<file path="config.mk">
export PLATFORM = sky130hd
export DESIGN_NAME = bsram_ctl
export DESIGN_NICKNAME = d
export VERILOG_FILES = /design/src/rtl/bsram_ctl.sv
export SDC_FILE = /design/constraint.sdc
export NUM_CORES = 2
export LEC_CHECK = 0
export BUFFER_PORTS_ARGS = -buffer_cell sky130_fd_sc_hd__clkbuf_2
export CORE_MARGIN = 1.5
export CORE_UTILIZATION = 40
export CTS_CLUSTER_DIAMETER = 30
export DETAILED_ROUTE_END_ITERATION = 8
export SYNTH_ARGS = -nofsm -noshare
export SYNTH_HDL_FRONTEND = slang
export SYNTH_SLANG_ARGS = --single-unit
</file>
<file path="constraint.sdc">
create_clock -name clk -period 4.1 [get_ports clk]
set_input_delay 0.41 -clock clk [delete_from_list [all_inputs] [get_ports clk]]
set_output_delay 0.41 -clock clk [all_outputs]
set_load 0.02 [all_outputs]
</file>
<file path="src/rtl/bsram_ctl.sv">
module bsram_ctl #(
  parameter int AW     = 8,
  parameter int BYTES  = 2,
  parameter int BYTE_W = 8
) (
  input  logic                    clk,
  input  logic                    rst_n,
  input  logic [AW-1:0]           addr,
  input  logic                    pstb_n,
  input  logic                    cstb_n,
  input  logic                    next_n,
  input  logic                    en_n,
  input  logic                    en_hi,
  input  logic                    en_lo_n,
  input  logic                    wall_n,
  input  logic                    wbyte_n,
  input  logic [BYTES-1:0]        bsel_n,
  input  logic                    oe_n,
  input  logic                    interleave,
  input  logic [BYTES*BYTE_W-1:0] wdata,
  output logic [BYTES*BYTE_W-1:0] rdata,
  output logic                    rdrive
);
  localparam int DW    = BYTES * BYTE_W;
  localparam int DEPTH = 1 << AW;

  logic [AW-1:0] base_q, base_d;
  logic [1:0]    cnt_q, cnt_d;
  logic          sel_q, sel_d;
  logic          wr_ok;
  logic [DW-1:0] mem [DEPTH];

  wire p_go   = !pstb_n && !en_n;
  wire c_go   = !cstb_n && !p_go;
  wire ce_all = !en_n && en_hi && !en_lo_n;

  function automatic logic [1:0] low_bits(input logic [1:0] s, input logic [1:0] c,
                                          input logic il);
    return il ? (s ^ c) : 2'(s + c);
  endfunction

  always_comb begin
    base_d = base_q;
    cnt_d  = cnt_q;
    sel_d  = sel_q;
    wr_ok  = sel_q;
    if (p_go) begin
      base_d = addr;
      cnt_d  = 2'd0;
      sel_d  = en_hi && !en_lo_n;
      wr_ok  = 1'b0;
    end else if (c_go) begin
      base_d = addr;
      cnt_d  = 2'd0;
      sel_d  = ce_all;
      wr_ok  = ce_all;
    end else if (!next_n) begin
      cnt_d = 2'(cnt_q + 2'd1);
    end
  end

  wire [AW-1:0] cur_addr = {base_q[AW-1:2], low_bits(base_q[1:0], cnt_q, interleave)};
  wire [AW-1:0] nxt_addr = {base_d[AW-1:2], low_bits(base_d[1:0], cnt_d, interleave)};

  logic [BYTES-1:0] lane_we;
  for (genvar b = 0; b < BYTES; b++) begin : g_lane
    assign lane_we[b] = wr_ok && (!wall_n || (!wbyte_n && !bsel_n[b]));
  end

  always_ff @(posedge clk or negedge rst_n) begin
    if (!rst_n) begin
      base_q <= '0;
      cnt_q  <= 2'd0;
      sel_q  <= 1'b0;
    end else begin
      base_q <= base_d;
      cnt_q  <= cnt_d;
      sel_q  <= sel_d;
    end
  end

  always_ff @(posedge clk) begin
    for (int b = 0; b < BYTES; b++) begin
      if (lane_we[b]) mem[nxt_addr][b*BYTE_W +: BYTE_W] <= wdata[b*BYTE_W +: BYTE_W];
    end
  end

  assign rdrive = sel_q && !oe_n;
  assign rdata  = rdrive ? mem[cur_addr] : '0;
endmodule

</file>
==> results_dict.tcl <==
set metrics [dict create \
    outcome "finished, violations left" \
    violations "negative setup slack" \
    postRouteAntennaNets 0 \
    r2r_slack_ns 0.31 \
    crit_path_end_kind "primary output" \
    ctsLongestPathBuffers 4 \
    post-place-ws_ns -1.24 \
    grt_pass1_vias 102000 \
    cp-start-kind "flop" \
    r2r-end "mem[164][10]$_DFFE_PP_" \
    ys_seq_area_share_pct 76.3 \
    fin_nets 11600 \
    drc_errors 0 \
    grt_first_pass_wirelength_um 767000 \
    p_seq_share_pct 39.0 \
    dp_hpwl_um 345000 \
    worstSetupPathType "reg2out" \
    ys_types 72 \
    power_density_nw_per_um2 572 \
    grt_antenna_before_repair 32 \
    cts_buffers 665 \
    vdd_drop_max_v 0.000435 \
    portBuffers 54 \
    vias 104000 \
    internal_power_w 0.0882 \
    hold_path_startpoint "wdata[11]" \
    drive_gt1_share_pct 30.0 \
    synth_edf_count 4096 \
    total_leakage_power_nw 70.9 \
    reg2reg_from "base_q[3]$_DFF_PN0_" \
    period_share_pct 129 \
    drv_slew 0 \
    syn-num-nets 9870 \
    track_usage_pct 26.3 \
    routedWlPerCell_um 31.4 \
    dp.cells 16000 \
    p_clk_share_pct 47.7 \
    fp.dieW_um 638 \
    core.rowCount 233 \
    netlist_top_cells_area "edfxtp_1, mux4_2, nand2_1, mux2i_1, nor2_1" \
    hold_end "mem[159][11]$_DFFE_PP_" \
    setup_violations 16 \
    hold_class "in2reg" \
    stdcell_count 17500 \
    fmax_mhz 189 \
    gp_congestion 0.920 \
    grt_overflow 0 \
    crit_required_ns 3.69 \
    yosys.area.top_type "edfxtp_1" \
    yosysWarnings 0 \
    drv_cap 0 \
    p_sw_share_pct 25.8 \
    cts_root_buffer "clkbuf_16" \
    ys_ff_latch 4107 \
    fin_skew_ns 0.0594 \
    clkLatencyLatePin_ns 1.07 \
    combPwrFrac_pct 13.3 \
    drtIter0Drc 14500 \
    hold-path-cell-count 1 \
    rr_worst_depth 9 \
    drt_wl_total_um 550000 \
    htree_levels 6 \
    core-area_um2 402000 \
    io_pins 55 \
    die_area_um2 408000 \
    crit_fanout 15 \
    slew_headroom_pct 13.2 \
    initial_core_util_pct 40.2 \
    drt_pass1_iterations 8 \
    rsz0062_at_grt "yes" \
    synth_area_um2 162000 \
    clk_pin_slew_ns 0.06 \
    chipHeight_um 638 \
    cp.arrival_ns 4.87 \
    fillers 31900 \
    avgSynthCellArea_um2 16.4 \
    vias_per_cell 5.93 \
    hold_viol_final 0 \
    grt_max_degree 168 \
    p_sw_w 0.0307 \
    areaGrowthSynthToFinish_pct 28.6 \
    synthArstFlopShare_pct 0.268 \
    syn-instance-count 9830 \
    tns_ns -16.03 \
    tightest_slew_ns 1.30 \
    yosysTopAreaCellShare_pct 76.1 \
    clkSinkCount 4107 \
    layout_min_cycle_time_ns 5.28 \
    final_critical_path_setup_slack_ns -1.18 \
    cts_tree "done" \
    synth_ff_type "edfxtp_1" \
    crit_start "base_q[6]$_DFF_PN0_" \
]
## cells in the final DEF (no fill, tap or decap), drive strengths merged, types with 127 or more instances in the layout
| cell | Yosys | final |
|---|---|---|
| nor2 | 619 | 619 |
| nor4 | 129 | 129 |
| edfxtp | 4096 | 4096 |
| o21ai | 145 | 145 |
| clkinv | 2 | 239 |
| o22ai | 127 | 127 |
| mux2i | 409 | 409 |
| clkbuf | 320 | 779 |
| a21oi | 391 | 391 |
| mux4 | 472 | 472 |
| buf | 332 | 1667 |
| nand3 | 300 | 300 |
| a31oi | 164 | 164 |
| nand2 | 1648 | 1648 |
## critical path: stages, from the launching register on
cell and delay [ns]:
dfrtp_4 0.73, buf_4 0.43, nor2b_2 0.72, o211ai_1 0.45, o221a_2 0.46, o211ai_1 0.39, nand3_1 0.25, buf_12 0.20
clkbuf_8 0.14
## metal layers
layer	wire length, um	global-route usage, %	share of wire [%]
met1	202000	34.6	37
met2	253000	41.2	46
met3	62100	5.70	11
met5	69	0	0.013
met4	32000	13.6	5.8
## metrics by stage
stage	hold WS (ns)	area [um2]	utilization [%]	power (W)
6_report	0.00629	208000	51.6	0.119
5_1_grt	0.0244	208000	51.6	0.121
4_1_cts	0.0154	206000	51.2	0.118
3_5_place_dp	0.372	180000	44.6	0.0607
3_3_place_gp	0.372	180000	44.6	0.0606
2_1_floorplan	0.114	162000	-	0.0535
## area by class of cell
class | count | area, um2 | share of cell area, %
repair buffers | 1748 | 17300 | 8.35
multi-input cells | 5059 | 37300 | 18.0
well taps | 5287 | 6620 | 3.19
diodes | 34 | 85.1 | 0.0410
flip-flops and latches | 4107 | 123000 | 59.4
inverters | 12 | 66.3 | 0.0319
clock inverters | 507 | 5890 | 2.84
clock buffers | 727 | 17000 | 8.20
## repair_timing
item | in CTS | in global routing
gates resized for setup | 410 | 214
pin swaps | 90 | 85
setup endpoints to repair | 16 | 16
cloned | 19 | 7
hold buffers | 20 | 0
buffers inserted | 94 | 63
endpoints found under the hold margin | 227 | 0
## power by group through the flow
stage | Clock, W | Combinational, W | Sequential, W
final | 0.0567 | 0.0159 | 0.0463
after global routing | 0.0588 | 0.0162 | 0.0463
after CTS | 0.0570 | 0.0150 | 0.0463
after detailed placement | 0 | 0.0136 | 0.0471
after global placement | 0 | 0.0135 | 0.0471
after floorplan | 0 | 0.00643 | 0.0471
## cell families (layout without fill, tap and decap cells)
group | count (synthesis) | in the layout | share of synthesized area (%)
flip-flops | 4107 | 4107 | 76.3
AND/OR/NAND/NOR | 2928 | 2928 | 7.52
AO/OA/AOI/OAI | 1231 | 1231 | 4.94
multiplexers | 891 | 891 | 9.19
buffers and inverters | 664 | 2994 | 1.96
XOR/XNOR | 7 | 7 | 0.0658
adder cells (fa/ha/maj) | 2 | 2 | 0.0155
other | 0 | 34 | 0
## registers in the layout, summed over array words and instances (netlist names)
signal	count
sel_q	1
cnt_q	2
base_q	8
mem	4096
## synthesized netlist by cell type (88+ instances only)
cell	n
a21oi_1	391
a31oi_1	164
a32oi_1	98
buf_2	146
buf_4	88
clkbuf_1	320
edfxtp_1	4096
mux2i_1	409
mux4_2	472
nand2_1	1648
nand3_1	300
nor2_1	619
nor3_1	113
nor4_1	129
o21ai_0	144
o22ai_1	127
## how the worst max path moves through the flow
stage,end,slack [ns],cells after the start
2_1_floorplan,rdata[2],0.43,10
3_3_place_gp,rdata[10],-1.28,16
3_5_place_dp,rdata[10],-1.24,16
4_1_cts,rdata[9],-1.06,17
5_1_grt,rdata[1],-1.16,16
6_report,rdata[1],-1.18,8
Note: power is estimated with default switching activity, not from simulation.
